===== src/rtl/wdg_pkg.sv =====
package wdg_pkg;
   // Priority between a flag read and an expiry landing in the same cycle
   typedef enum logic {
      PRIO_CLEAR_FIRST = 1'b0,
      PRIO_SET_WINS    = 1'b1
   } flag_prio_e;
endpackage


===== src/rtl/wdg_regs.sv =====
module wdg_regs #(
   parameter int   TMO_W    = 6,
   parameter logic LOCK_RST = 1'b1
) (
   input  logic             clk,
   input  logic             rst_n,
   input  logic             we,
   input  logic [TMO_W+1:0] wdata,
   output logic             lock_q,
   output logic [TMO_W-1:0] tmo_wr_q,
   output logic             strobe_p,
   output logic             tmo_new
);
   localparam int STB_POS = TMO_W + 1;
   localparam int LCK_POS = TMO_W;

   logic field_ok;
   assign field_ok = we && !lock_q;
   assign tmo_new  = field_ok;
   assign strobe_p = we && wdata[STB_POS];

   always_ff @(posedge clk or negedge rst_n) begin
      if (!rst_n) begin
         lock_q   <= LOCK_RST;
         tmo_wr_q <= '0;
      end else begin
         if (we)       lock_q   <= wdata[LCK_POS];
         if (field_ok) tmo_wr_q <= wdata[TMO_W-1:0];
      end
   end
endmodule


===== src/rtl/wdg_count.sv =====
module wdg_count #(
   parameter int TMO_W = 6
) (
   input  logic             clk,
   input  logic             rst_n,
   input  logic             tick,
   input  logic             strobe,
   input  logic             tmo_new,
   input  logic [TMO_W-1:0] tmo_wr,
   output logic [TMO_W-1:0] cnt_q,
   output logic [TMO_W-1:0] act_q,
   output logic             pend_q,
   output logic             expire
);
   localparam logic [TMO_W-1:0] ONE = TMO_W'(1);

   logic running;
   assign running = (act_q != '0) && (cnt_q != '0);
   assign expire  = tick && !pend_q && !strobe && running && (cnt_q == ONE);

   always_ff @(posedge clk or negedge rst_n) begin
      if (!rst_n) begin
         pend_q <= 1'b0;
      end else if (tmo_new) begin
         pend_q <= 1'b1;
      end else if (tick) begin
         pend_q <= 1'b0;
      end
   end

   always_ff @(posedge clk or negedge rst_n) begin
      if (!rst_n) begin
         act_q <= '0;
         cnt_q <= '0;
      end else if (tick && pend_q) begin
         act_q <= tmo_wr;
         cnt_q <= tmo_wr;
      end else if (strobe) begin
         cnt_q <= act_q;
      end else if (tick && running) begin
         cnt_q <= cnt_q - ONE;
      end
   end
endmodule


===== src/rtl/wdg_flag.sv =====
module wdg_flag
   import wdg_pkg::*;
#(
   parameter flag_prio_e PRIO = PRIO_SET_WINS
) (
   input  logic clk,
   input  logic rst_n,
   input  logic expire,
   input  logic rd_clr,
   input  logic irq_en,
   output logic flag_q,
   output logic irq_req
);
   generate
      if (PRIO == PRIO_SET_WINS) begin : g_set_wins
         always_ff @(posedge clk or negedge rst_n) begin
            if (!rst_n)      flag_q <= 1'b0;
            else if (expire) flag_q <= 1'b1;
            else if (rd_clr) flag_q <= 1'b0;
         end
      end else begin : g_clr_first
         always_ff @(posedge clk or negedge rst_n) begin
            if (!rst_n)      flag_q <= 1'b0;
            else if (rd_clr) flag_q <= 1'b0;
            else if (expire) flag_q <= 1'b1;
         end
      end
   endgenerate

   assign irq_req = flag_q && irq_en;
endmodule


===== src/rtl/wdg_supervisor.sv =====
module wdg_supervisor
   import wdg_pkg::*;
#(
   parameter int         TMO_W    = 6,
   parameter logic       LOCK_RST = 1'b1,
   parameter flag_prio_e PRIO     = PRIO_SET_WINS
) (
   input  logic             clk,
   input  logic             rst_n,
   input  logic             tick_32hz,
   input  logic             ctl_we,
   input  logic [TMO_W+1:0] ctl_wdata,
   output logic [TMO_W+1:0] ctl_rdata,
   input  logic             flag_rd,
   input  logic             irq_en,
   output logic             wdg_flag,
   output logic             irq_req
);
   generate
      if (TMO_W < 1 || TMO_W > 16) begin : g_bad_width
         $error("wdg_supervisor: TMO_W out of range");
      end
   endgenerate

   logic             lock_q;
   logic [TMO_W-1:0] tmo_wr_q;
   logic             strobe_p;
   logic             tmo_new;
   logic [TMO_W-1:0] cnt_q;
   logic [TMO_W-1:0] act_q;
   logic             pend_q;
   logic             expire;

   wdg_regs #(.TMO_W(TMO_W), .LOCK_RST(LOCK_RST)) u_regs (
      .clk(clk), .rst_n(rst_n), .we(ctl_we), .wdata(ctl_wdata),
      .lock_q(lock_q), .tmo_wr_q(tmo_wr_q), .strobe_p(strobe_p), .tmo_new(tmo_new)
   );

   wdg_count #(.TMO_W(TMO_W)) u_count (
      .clk(clk), .rst_n(rst_n), .tick(tick_32hz), .strobe(strobe_p),
      .tmo_new(tmo_new), .tmo_wr(tmo_wr_q),
      .cnt_q(cnt_q), .act_q(act_q), .pend_q(pend_q), .expire(expire)
   );

   wdg_flag #(.PRIO(PRIO)) u_flag (
      .clk(clk), .rst_n(rst_n), .expire(expire), .rd_clr(flag_rd),
      .irq_en(irq_en), .flag_q(wdg_flag), .irq_req(irq_req)
   );

   // Strobe is write-only: it reads back as 0
   assign ctl_rdata = {1'b0, lock_q, tmo_wr_q};
endmodule


===== config.mk =====
export PLATFORM = sky130hd
export DESIGN_NAME = wdg_supervisor
export DESIGN_NICKNAME = d
export VERILOG_FILES = /design/src/rtl/wdg_pkg.sv /design/src/rtl/wdg_regs.sv /design/src/rtl/wdg_count.sv /design/src/rtl/wdg_flag.sv /design/src/rtl/wdg_supervisor.sv
export SDC_FILE = /design/constraint.sdc
export NUM_CORES = 1
export LEC_CHECK = 0
export ABC_AREA = 1
export BUFFER_PORTS_ARGS = -buffer_cell sky130_fd_sc_hd__buf_2
export CAP_MARGIN = 10
export CORE_AREA = 5 5 60 62
export CTS_CLUSTER_DIAMETER = 150
export DETAILED_ROUTE_END_ITERATION = 16
export DIE_AREA = 0 0 65 67
export SLEW_MARGIN = 10
export SYNTH_ARGS = -nofsm -noshare
export SYNTH_HDL_FRONTEND = slang
export SYNTH_HIERARCHICAL = 1
export SYNTH_SLANG_ARGS = --single-unit

===== constraint.sdc =====
create_clock -name clk -period 1.2 [get_ports clk]
set_input_delay 0.24 -clock clk [delete_from_list [all_inputs] [get_ports clk]]
set_output_delay 0.24 -clock clk [all_outputs]
set_load 0.05 [all_outputs]

==> metrics.cfg, run 1 <==
[setup_path]
endpoint_kind=output port
cp_top_family=flip-flops
critPathMaxStageDelay_ps=570
critical_path_arrival_ps=1030
critical_path_buf_inv_count=1
cp-start-kind=flip-flop
critPathRequiredTime_ps=960
critical_path.max_fanout=2
path_cells=buf_8
crit_type=reg2out
slowest_stage=dfstp_2

[yosys]
yosys-top-cells-area=dfrtp_1 (43%), nand2_1 (18%), nand3_1 (4.8%)
yosysTopAreaCell=dfrtp_1
syn-num-nets=168
yosys.cell_types.count=25
syn-instance-count=151
syn_avg_cell_area_um2=7.640
yosysSeqAreaShare_pct=45.66
synth_top_area_share_pct=43.38
syn-cell-area_um2=1154
yosysWarnings=6
ys_seq_elements=21

[timing]
final.min_clock_period_ps=1267
finalHoldViolCount=0
fmax_mhz=789.3
fin_crit_sh_pct=105.6
finClkSkew_ps=3.587
fin_ws_ps=-67.00
rsz0062_at_grt=yes
fin_setup_tns_ps=-325.1
setup_violations=8
hold_ws_ps=130.8
drv_slew=0

[detailed_routing]
vias=1113
drt_iter0_drc=29
viasPerCell=4.860
finalWirelength_um=2885
wl_per_cell_um=12.60
drc=0
first_pass_iters=6
drt.antenna.violating_nets=0

[cells_and_area]
final_cells=229
stdcell_area_um2=1624
drive_gt1_share_pct=40.31
diodes=0
fin_util_pct=54.54
layout.nets=214
area_growth_syn_to_layout_pct=40.78

[place]
globalplace.congestion=0.7964
place_inst=214
io_buffers=22
place_area_um2=1361
hpwlAfterDp_um=1973

[floorplan]
start_util_pct=38.74
dieArea_um2=4355
core_area_um2=2978
fp.dieH_um=67
ios=24
die_x_um=65
rows=20

[clock_tree]
cts.htree.levels=1
cts_tree=done
cts_buffers=3
cts.clk_slew.worst_paths_ps=110
cts_sinks=21
insertion_delay_ps=310
clock-root-buffer=clkbuf_4
clk_path_buf_depth=2

[hold_path]
holdCritPathClass=in2reg

[grt]
grt_pass1_vias=1109
grt_max_degree=22
antenna_found_initial=0
grt_pass1_wl_um=4726
grt-ovfl-total=0
grt.total_usage_pct=14.26

[status]
status=finished, violations left
violations=setup timing

[power_and_ir_drop]
peakVddDrop_mv=0.9420
power_density_nw_per_um2=1971
p_leak_uw=0.0008630

[flow_run]
cap_viol_max_count=0

==> through the flow <==
step,total power [uW],setup slack (ps)
2_1_floorplan,1854,11.19
3_3_place_gp,2256,-16.31
3_5_place_dp,2290,-52.91
4_1_cts,3023,-72.09
5_1_grt,3434,-154.7
6_report,3201,-67.00
==> cells in the mapped netlist <==
cell / instances
a21oi_1: 2
a21oi_2: 1
buf_2: 1
buf_4: 2
buf_6: 2
conb_1: 1
dfrtp_1: 20
dfstp_2: 1
ha_1: 3
inv_1: 13
inv_2: 4
inv_4: 1
nand2_1: 54
nand2_2: 1
nand2_4: 2
nand3_1: 11
nand3_2: 1
nand4_1: 1
nor2_1: 7
nor2_2: 3
nor3_1: 2
o21ai_0: 11
o21ai_1: 5
o21ai_2: 1
o21bai_1: 1
==> cells in the final DEF (no fill, tap or decap), types with 2 or more instances in the layout <==
master and instances:
buf_4 24, a21oi_1 2, nand2_4 3, inv_2 6, nand2_2 6, nor3_2 2, inv_1 10, nor2_4 4
ha_4 2, clkbuf_4 3, buf_6 6, o21ai_1 9, buf_2 13, inv_4 2, nor2_1 5, dfrtp_1 19
o21ai_0 7, nand3_1 10, nand2_1 49, nand3_4 2
==> path summary, 6_finish.rpt <==
kind                       depth (start not counted)  slack, ps                           start                        endpoint
max                                                1        -70       u_regs/lock_q$_DFFE_PN1P_                    ctl_rdata[6]
min                                                4        130                         flag_rd       u_flag/flag_q$_DFFE_PN0P_
max reg2reg                                        9        -60    u_count/cnt_q[1]$_DFFE_PN0P_    u_count/cnt_q[2]$_DFFE_PN0P_
min reg2reg                                        2        510  u_regs/tmo_wr_q[1]$_DFFE_PN0P_  u_regs/tmo_wr_q[1]$_DFFE_PN0P_
max in group asynchronous                          2        440                           rst_n       u_regs/lock_q$_DFFE_PN1P_
min in group asynchronous                          2        410                           rst_n    u_count/cnt_q[5]$_DFFE_PN0P_
==> kinds of logic (layout without fill, tap and decap cells) <==
| group | after synthesis | in the layout | share of synthesized area [%] |
|---|---|---|---|
| other | 1 | 1 | 0.3251 |
| AOI/OAI and AO/OA | 21 | 21 | 9.978 |
| and+or+nand+nor | 82 | 83 | 31.02 |
| DFF | 21 | 21 | 45.66 |
| buffers and inverters | 23 | 67 | 9.761 |
| adders and majority gates | 3 | 3 | 3.254 |
==> layer usage <==
layer / GRT usage, % / vias up / share of wire [%]
met5: 0 / - / 0
met4: 6.069 / 0 / 1.4
met3: 2.867 / 4 / 4.5
met2: 26.05 / 33 / 53
met1: 15.98 / 515 / 41
li1: - / 561 / -
==> state kept, by name, summed over array words and instances, names as in the netlist <==
name             cells
u_count/act_q        6
u_count/cnt_q        6
u_regs/tmo_wr_q      6
u_count/pend_q       1
u_flag/flag_q        1
u_regs/lock_q        1
==> report_power, final <==
| group | switching [uW] | leakage, uW | internal [uW] | total, uW |
|---|---|---|---|---|
| Clock | 216 | 0.0000150 | 130 | 346 |
| Combinational | 999 | 0.000589 | 794 | 1790 |
| Sequential | 167 | 0.000259 | 895 | 1060 |
==> timing repair <==
item	4_1_cts	5_1_grt
endpoints found under the hold margin	20	0
hold buffers	1	0
cloned	1	0
setup buffers	4	5
endpoints found under the setup margin	15	16
resized for setup	36	10
pin swaps	10	8
==> layout make-up <==
cell class                      instances  area [um^2]
Clock buffer                            4        26.28
Fill cell                             280         1354
Inverter                               18        72.57
Multi-Input combinational cell        108        618.1
Sequential cell                        21        528.0
Tap cell                               33        41.29
Timing Repair Buffer                   45        337.8
Power figures use the tool's default switching activity.
==> run 2: changes to the inputs <==
- CORE_AREA: 5 5 60 62 -> 5 5 59 61
- DIE_AREA: 0 0 65 67 -> 0 0 64 66
- SYNTH_HIERARCHICAL: 1 -> default
==> run 2 against run 1 <==
  * The run still ends with setup timing left
  * First-iteration DRC count decreased by 31%
  * Sequential power increased by 8%
  * Critical path depth is 7 higher
  * Final cell count decreased by 10%
  * Clock power up 6.1%
  * Via count shrank 9.4%
  * Design area decreased by 4.9%
  * Core utilization shrank 1.8 points
  * Critical path type is now reg2reg
  * Largest cell class unchanged
==> metrics.cfg, run 2 <==
[yosys]
async_flop_share_pct=100.0
yosys-top-cells-area=dfrtp_1 (45%), nand2_1 (11%), inv_1 (5.7%)
syn-num-nets=153
yosysSeqAreaShare_pct=47.46
synth_edf_count=0
synth_top_area_share_pct=45.10
ys.flop_type=dfrtp_1
yosysTopAreaCell=dfrtp_1
ys_seq_elements=21
yosys.cell_types.count=21
syn-instance-count=136
syn_avg_cell_area_um2=8.160
ys_top_cells_by_count=nand2_1 (34), dfrtp_1 (20), inv_1 (17)
syn-cell-area_um2=1110
yosysWarnings=0
yosysMostFrequentCell=nand2_1

[grt]
grt_pass1_wl_um=4698
grt-ovfl-total=0
grt_pass1_vias=1077
grt_max_degree=22
grt.total_usage_pct=14.19
antenna_found_initial=0

[cells_and_area]
drive_gt1_share_pct=42.20
area_growth_syn_to_layout_pct=39.12
final_cell_mix=nand2_1 (29), dfrtp_1 (16), inv_1 (14), buf_4 (14), buf_2 (13)
diodes=0
fin_util_pct=52.74
reg.largest.list=u_count.act_q x6, u_count.cnt_q x6, u_regs.tmo_wr_q x6
final_common_cell=nand2_1
final_cells=206
layout.nets=191

[clock_tree]
cts_buffers=3
cts_tree=done
cts_sinks=21
cts.htree.levels=1
clk_path_buf_depth=2
clock-root-buffer=clkbuf_4
insertion_delay_ps=320
cts.clk_slew.worst_paths_ps=120

[setup_path]
critical_path.max_fanout=5
slowest_stage=dfrtp_2
path_cells=inv_4 > ha_4 > nand3_4 > nand3_4 > nand2_4 > inv_4 > nand2_1 > nand2_1
crit_type=reg2reg
cp-start-kind=flip-flop
critPathMaxStageDelay_ps=470
critical_path_arrival_ps=1540
endpoint_kind=flip-flop
critPathRequiredTime_ps=1460
r2r-start=u_count.cnt_q[1]$_DFFE_PN0P_
cp-startpoint=u_count.cnt_q[1]$_DFFE_PN0P_

[status]
violations=setup timing
status=finished, violations left

[place]
globalplace.congestion=0.8076
io_buffers=22
hpwlAfterDp_um=1866
place_inst=196

[detailed_routing]
drt_iter0_drc=20
wl_per_cell_um=13.37
vias=1008
drt.antenna.violating_nets=0
first_pass_iters=4
drc=0
viasPerCell=4.893
finalWirelength_um=2754

[hold_path]
holdCritPathClass=in2reg
min_from=flag_rd

[floorplan]
die_x_um=64
start_util_pct=37.91
ios=24
fp.dieH_um=66
core_area_um2=2928
dieArea_um2=4224
rows=20

[power_and_ir_drop]
p_leak_uw=0.0007810
power_density_nw_per_um2=1944
power_uw=3001
peakVddDrop_mv=1.100

[timing]
fin_setup_tns_ps=-537.2
fin_crit_sh_pct=106.3
final.min_clock_period_ps=1276
drv_slew=0
setup_violations=9
rsz0062_at_grt=yes
finClkSkew_ps=7.342
finalHoldViolCount=0
fmax_mhz=783.8
fin_ws_ps=-75.85

[flow_run]
cap_viol_max_count=0

[run 2: cell count changes after synthesis, moves of 2 or more]
cell     previous run  this run
a21oi_1             2         4
inv_1              13        17
inv_2               4         0
mux2_2              0         3
nand2_1            54        34
nand2_2             1         4
nand3_1            11         8
nor2_1              7        12
nor2_2              3         0
nor3_1              2         0
[run 2: metal layers]
layer / vias up / global-route usage [%] / share of wire (%)
met5: - / 0 / 0
met4: 0 / 8.052 / 4.7
met3: 10 / 4.252 / 5.7
met2: 31 / 22.99 / 47
met1: 460 / 16.56 / 43
li1: 507 / - / -
[run 2: report_power, final]
group	switching [uW]	internal [uW]	leakage, uW	total (uW)
Clock	240	127	0.0000139	367
Combinational	847	647	0.000522	1490
Sequential	230	909	0.000245	1140
[run 2: kinds of logic (layout without fill, tap and decap cells)]
family / Yosys count / after routing / synth area share (%)
flops: 21 / 21 / 47.46
simple gates: 63 / 64 / 25.93
other cells: 1 / 1 / 0.3379
fa+ha+maj: 3 / 3 / 3.383
buf+inv: 21 / 57 / 8.681
mux: 3 / 3 / 3.044
compound gates: 24 / 24 / 11.16
[run 2: worst paths after layout]
check,endpoint,slack [ps],depth (start not counted)
max reg2reg,u_count.cnt_q[4]$_DFFE_PN0P_,-80,8
min reg2reg,u_count.act_q[0]$_DFFE_PN0P_,540,2
max,u_count.cnt_q[4]$_DFFE_PN0P_,-80,8
min in group asynchronous,u_regs.tmo_wr_q[1]$_DFFE_PN0P_,390,2
max in group asynchronous,u_count.cnt_q[3]$_DFFE_PN0P_,450,2
min,u_flag.flag_q$_DFFE_PN0P_,110,2
[run 2: cell type report]
class,count,area [um^2]
Sequential cell,21,531.8
Tap cell,33,41.29
Multi-Input combinational cell,95,599.3
Clock buffer,3,22.52
Clock inverter,1,7.507
Timing Repair Buffer,35,266.5
Inverter,18,75.07
Fill cell,281,1384
[run 2: through the flow]
step	cell area [um^2]	hold slack, ps	setup WS, ps
floorplan	1111	-55.59	41.33
global placement	1296	227.1	-59.43
detailed placement	1296	228.9	-87.97
CTS	1450	93.05	-77.84
global route	1544	112.0	-134.1
finish	1544	113.2	-75.85
[run 2: timing repair]
item	4_1_cts	5_1_grt
hold endpoints to repair	20	0
pin swaps	5	6
hold buffers	1	0
cloned	1	0
setup endpoints to repair	13	21
buffers inserted	2	2
gates resized for setup	26	29
[run 2: worst max-delay path: cells and delay by family, from the launching register on]
kind	cells	cell delay, ps
adder cells (fa/ha/maj)	1	140
flip-flops	1	470
AND/OR/NAND/NOR	5	430
buffers and inverters	2	180
==> run 3: changes to the inputs <==
- GPL_ROUTABILITY_DRIVEN: default -> 1
- clock period: 1.2 -> 1.24 ns (I/O delays scaled with it)
==> run 3 against run 2 <==
  * The run still ends with setup timing left
  * Die area stayed put
  * Clock skew is 6.4 ps lower
  * First-iteration DRC count is 10% lower
  * Wire length is 5.4% lower
  * Sequential power is 8% lower
  * Core utilization is 2.5 points lower
  * Global-route usage is 0.72 points lower
  * Clock power is 8.2% lower
  * Critical path depth is 7 lower
  * Non-clock buffer count is 1 lower
  * Register-to-register slack better by 70 ps
  * Design area is 4.8% lower
  * Largest cell class unchanged
==> metrics.cfg, run 3 (synthesis results as in run 2) <==
[cells_and_area]
final_cells=205
fin_util_pct=50.21
diodes=0
stdcell_area_um2=1470
final_common_cell=nand2_1
area_growth_syn_to_layout_pct=32.47
final_cell_mix=nand2_1 (33), dfrtp_1 (19), inv_1 (15), buf_2 (15), buf_4 (13)
drive_gt1_share_pct=36.63
reg.largest.list=u_count.act_q x6, u_count.cnt_q x6, u_regs.tmo_wr_q x6
layout.nets=190

[setup_path]
slowest_stage=dfstp_2
critical_path_arrival_ps=1020
critical_path.max_fanout=2
critical_path_buf_inv_count=1
critPathRequiredTime_ps=990
path_cells=buf_8
critPathCapture=ctl_rdata[6]
cp-start-kind=flip-flop
endpoint_kind=output port
cp-startpoint=u_regs.lock_q$_DFFE_PN1P_
reg2reg_slack_ps=-10
r2r_cells=8
cp.depth=1
r2r-start=u_count.cnt_q[1]$_DFFE_PN0P_
crit_type=reg2out
r2r_end=u_count.cnt_q[4]$_DFFE_PN0P_
cp_top_family=flip-flops
critPathMaxStageDelay_ps=570

[timing]
final.min_clock_period_ps=1267
setup_violations=5
fin_setup_tns_ps=-46.13
fin_crit_sh_pct=102.2
fin_ws_ps=-26.69
fmax_mhz=789.5
finalHoldViolCount=0
rsz0062_at_grt=yes
drv_slew=0
hold_ws_ps=115.5
finClkSkew_ps=0.9900

[clock_tree]
insertion_delay_ps=300
clock-root-buffer=clkbuf_4
cts.clk_slew.worst_paths_ps=120
cts.htree.levels=1
cts_sinks=21
cts_tree=done
cts_buffers=3
clk_path_buf_depth=2

[floorplan]
dieArea_um2=4224
fp.dieH_um=66
start_util_pct=37.91
rows=20
die_x_um=64
ios=24
core_area_um2=2928

[grt]
grt_max_degree=22
antenna_found_initial=0
grt.total_usage_pct=13.48
grt_pass1_vias=1020
grt-ovfl-total=0
grt_pass1_wl_um=4457

[power_and_ir_drop]
power_density_nw_per_um2=1821
p_leak_uw=0.0007652
peakVddDrop_mv=1.172

[detailed_routing]
wl_per_cell_um=12.71
drt.antenna.violating_nets=0
first_pass_iters=4
vias=985
top_layer_used=met4
met2_length_um=1272
wl_met1_um=1178
drt_iter0_drc=18
dr_wl_met3_um=120
finalWirelength_um=2605
drc=0
viasPerCell=4.805

[place]
place_inst=196
io_buffers=22
hpwlAfterDp_um=1913
place_area_um2=1296
globalplace.congestion=0.8597

[hold_path]
holdCritPathClass=in2reg
hold_depth=2

[flow_run]
cap_viol_max_count=0

[status]
violations=setup timing
status=finished, violations left

[run 3: timing repair]
action / in CTS / in global routing
hold endpoints to repair: 20 / 0
cloned: 1 / 0
hold buffers: 1 / 0
pin swaps: 3 / 3
setup endpoints to repair: 8 / 17
setup buffers: 3 / 0
resized for setup: 14 / 19
[run 3: report_power, final]
group | leakage (uW) | internal (uW) | switching (uW)
clock | 0.0000150 | 125 | 212
sequential | 0.000248 | 871 | 179
combinational | 0.000502 | 515 | 775
total | 0.000765 | 1510 | 1170
[run 3: worst min-delay path by stage]
stage,startpoint,to
final,flag_rd,u_flag.flag_q$_DFFE_PN0P_
after global placement,rst_n,u_regs.tmo_wr_q[1]$_DFFE_PN0P_
after floorplan,rst_n,u_count.act_q[0]$_DFFE_PN0P_
after detailed placement,rst_n,u_regs.tmo_wr_q[1]$_DFFE_PN0P_
after global routing,flag_rd,u_flag.flag_q$_DFFE_PN0P_
after CTS,flag_rd,u_flag.flag_q$_DFFE_PN0P_
[run 3: per-layer routing]
metal,GRT usage (%),vias to the layer above
li1,-,502
met1,16.12,455
met2,23.74,23
met3,2.721,5
met4,4.675,0
met5,0,-
[run 3: final cells by class]
| class | count | area [um^2] |
|---|---|---|
| fillers | 275 | 1458 |
| multi-input cells | 95 | 573.1 |
| flip-flops and latches | 21 | 528.0 |
| repair buffers | 34 | 231.5 |
| inverters | 18 | 70.07 |
| well taps | 33 | 41.29 |
| clock buffers | 4 | 26.28 |
[run 3: stage by stage]
step / setup WS, ps / power (uW)
finish: -26.69 / 2677
detailed placement: -34.98 / 2043
floorplan: 81.33 / 1733
global route: -117.9 / 2884
CTS: -36.60 / 2514
global placement: -16.24 / 2023
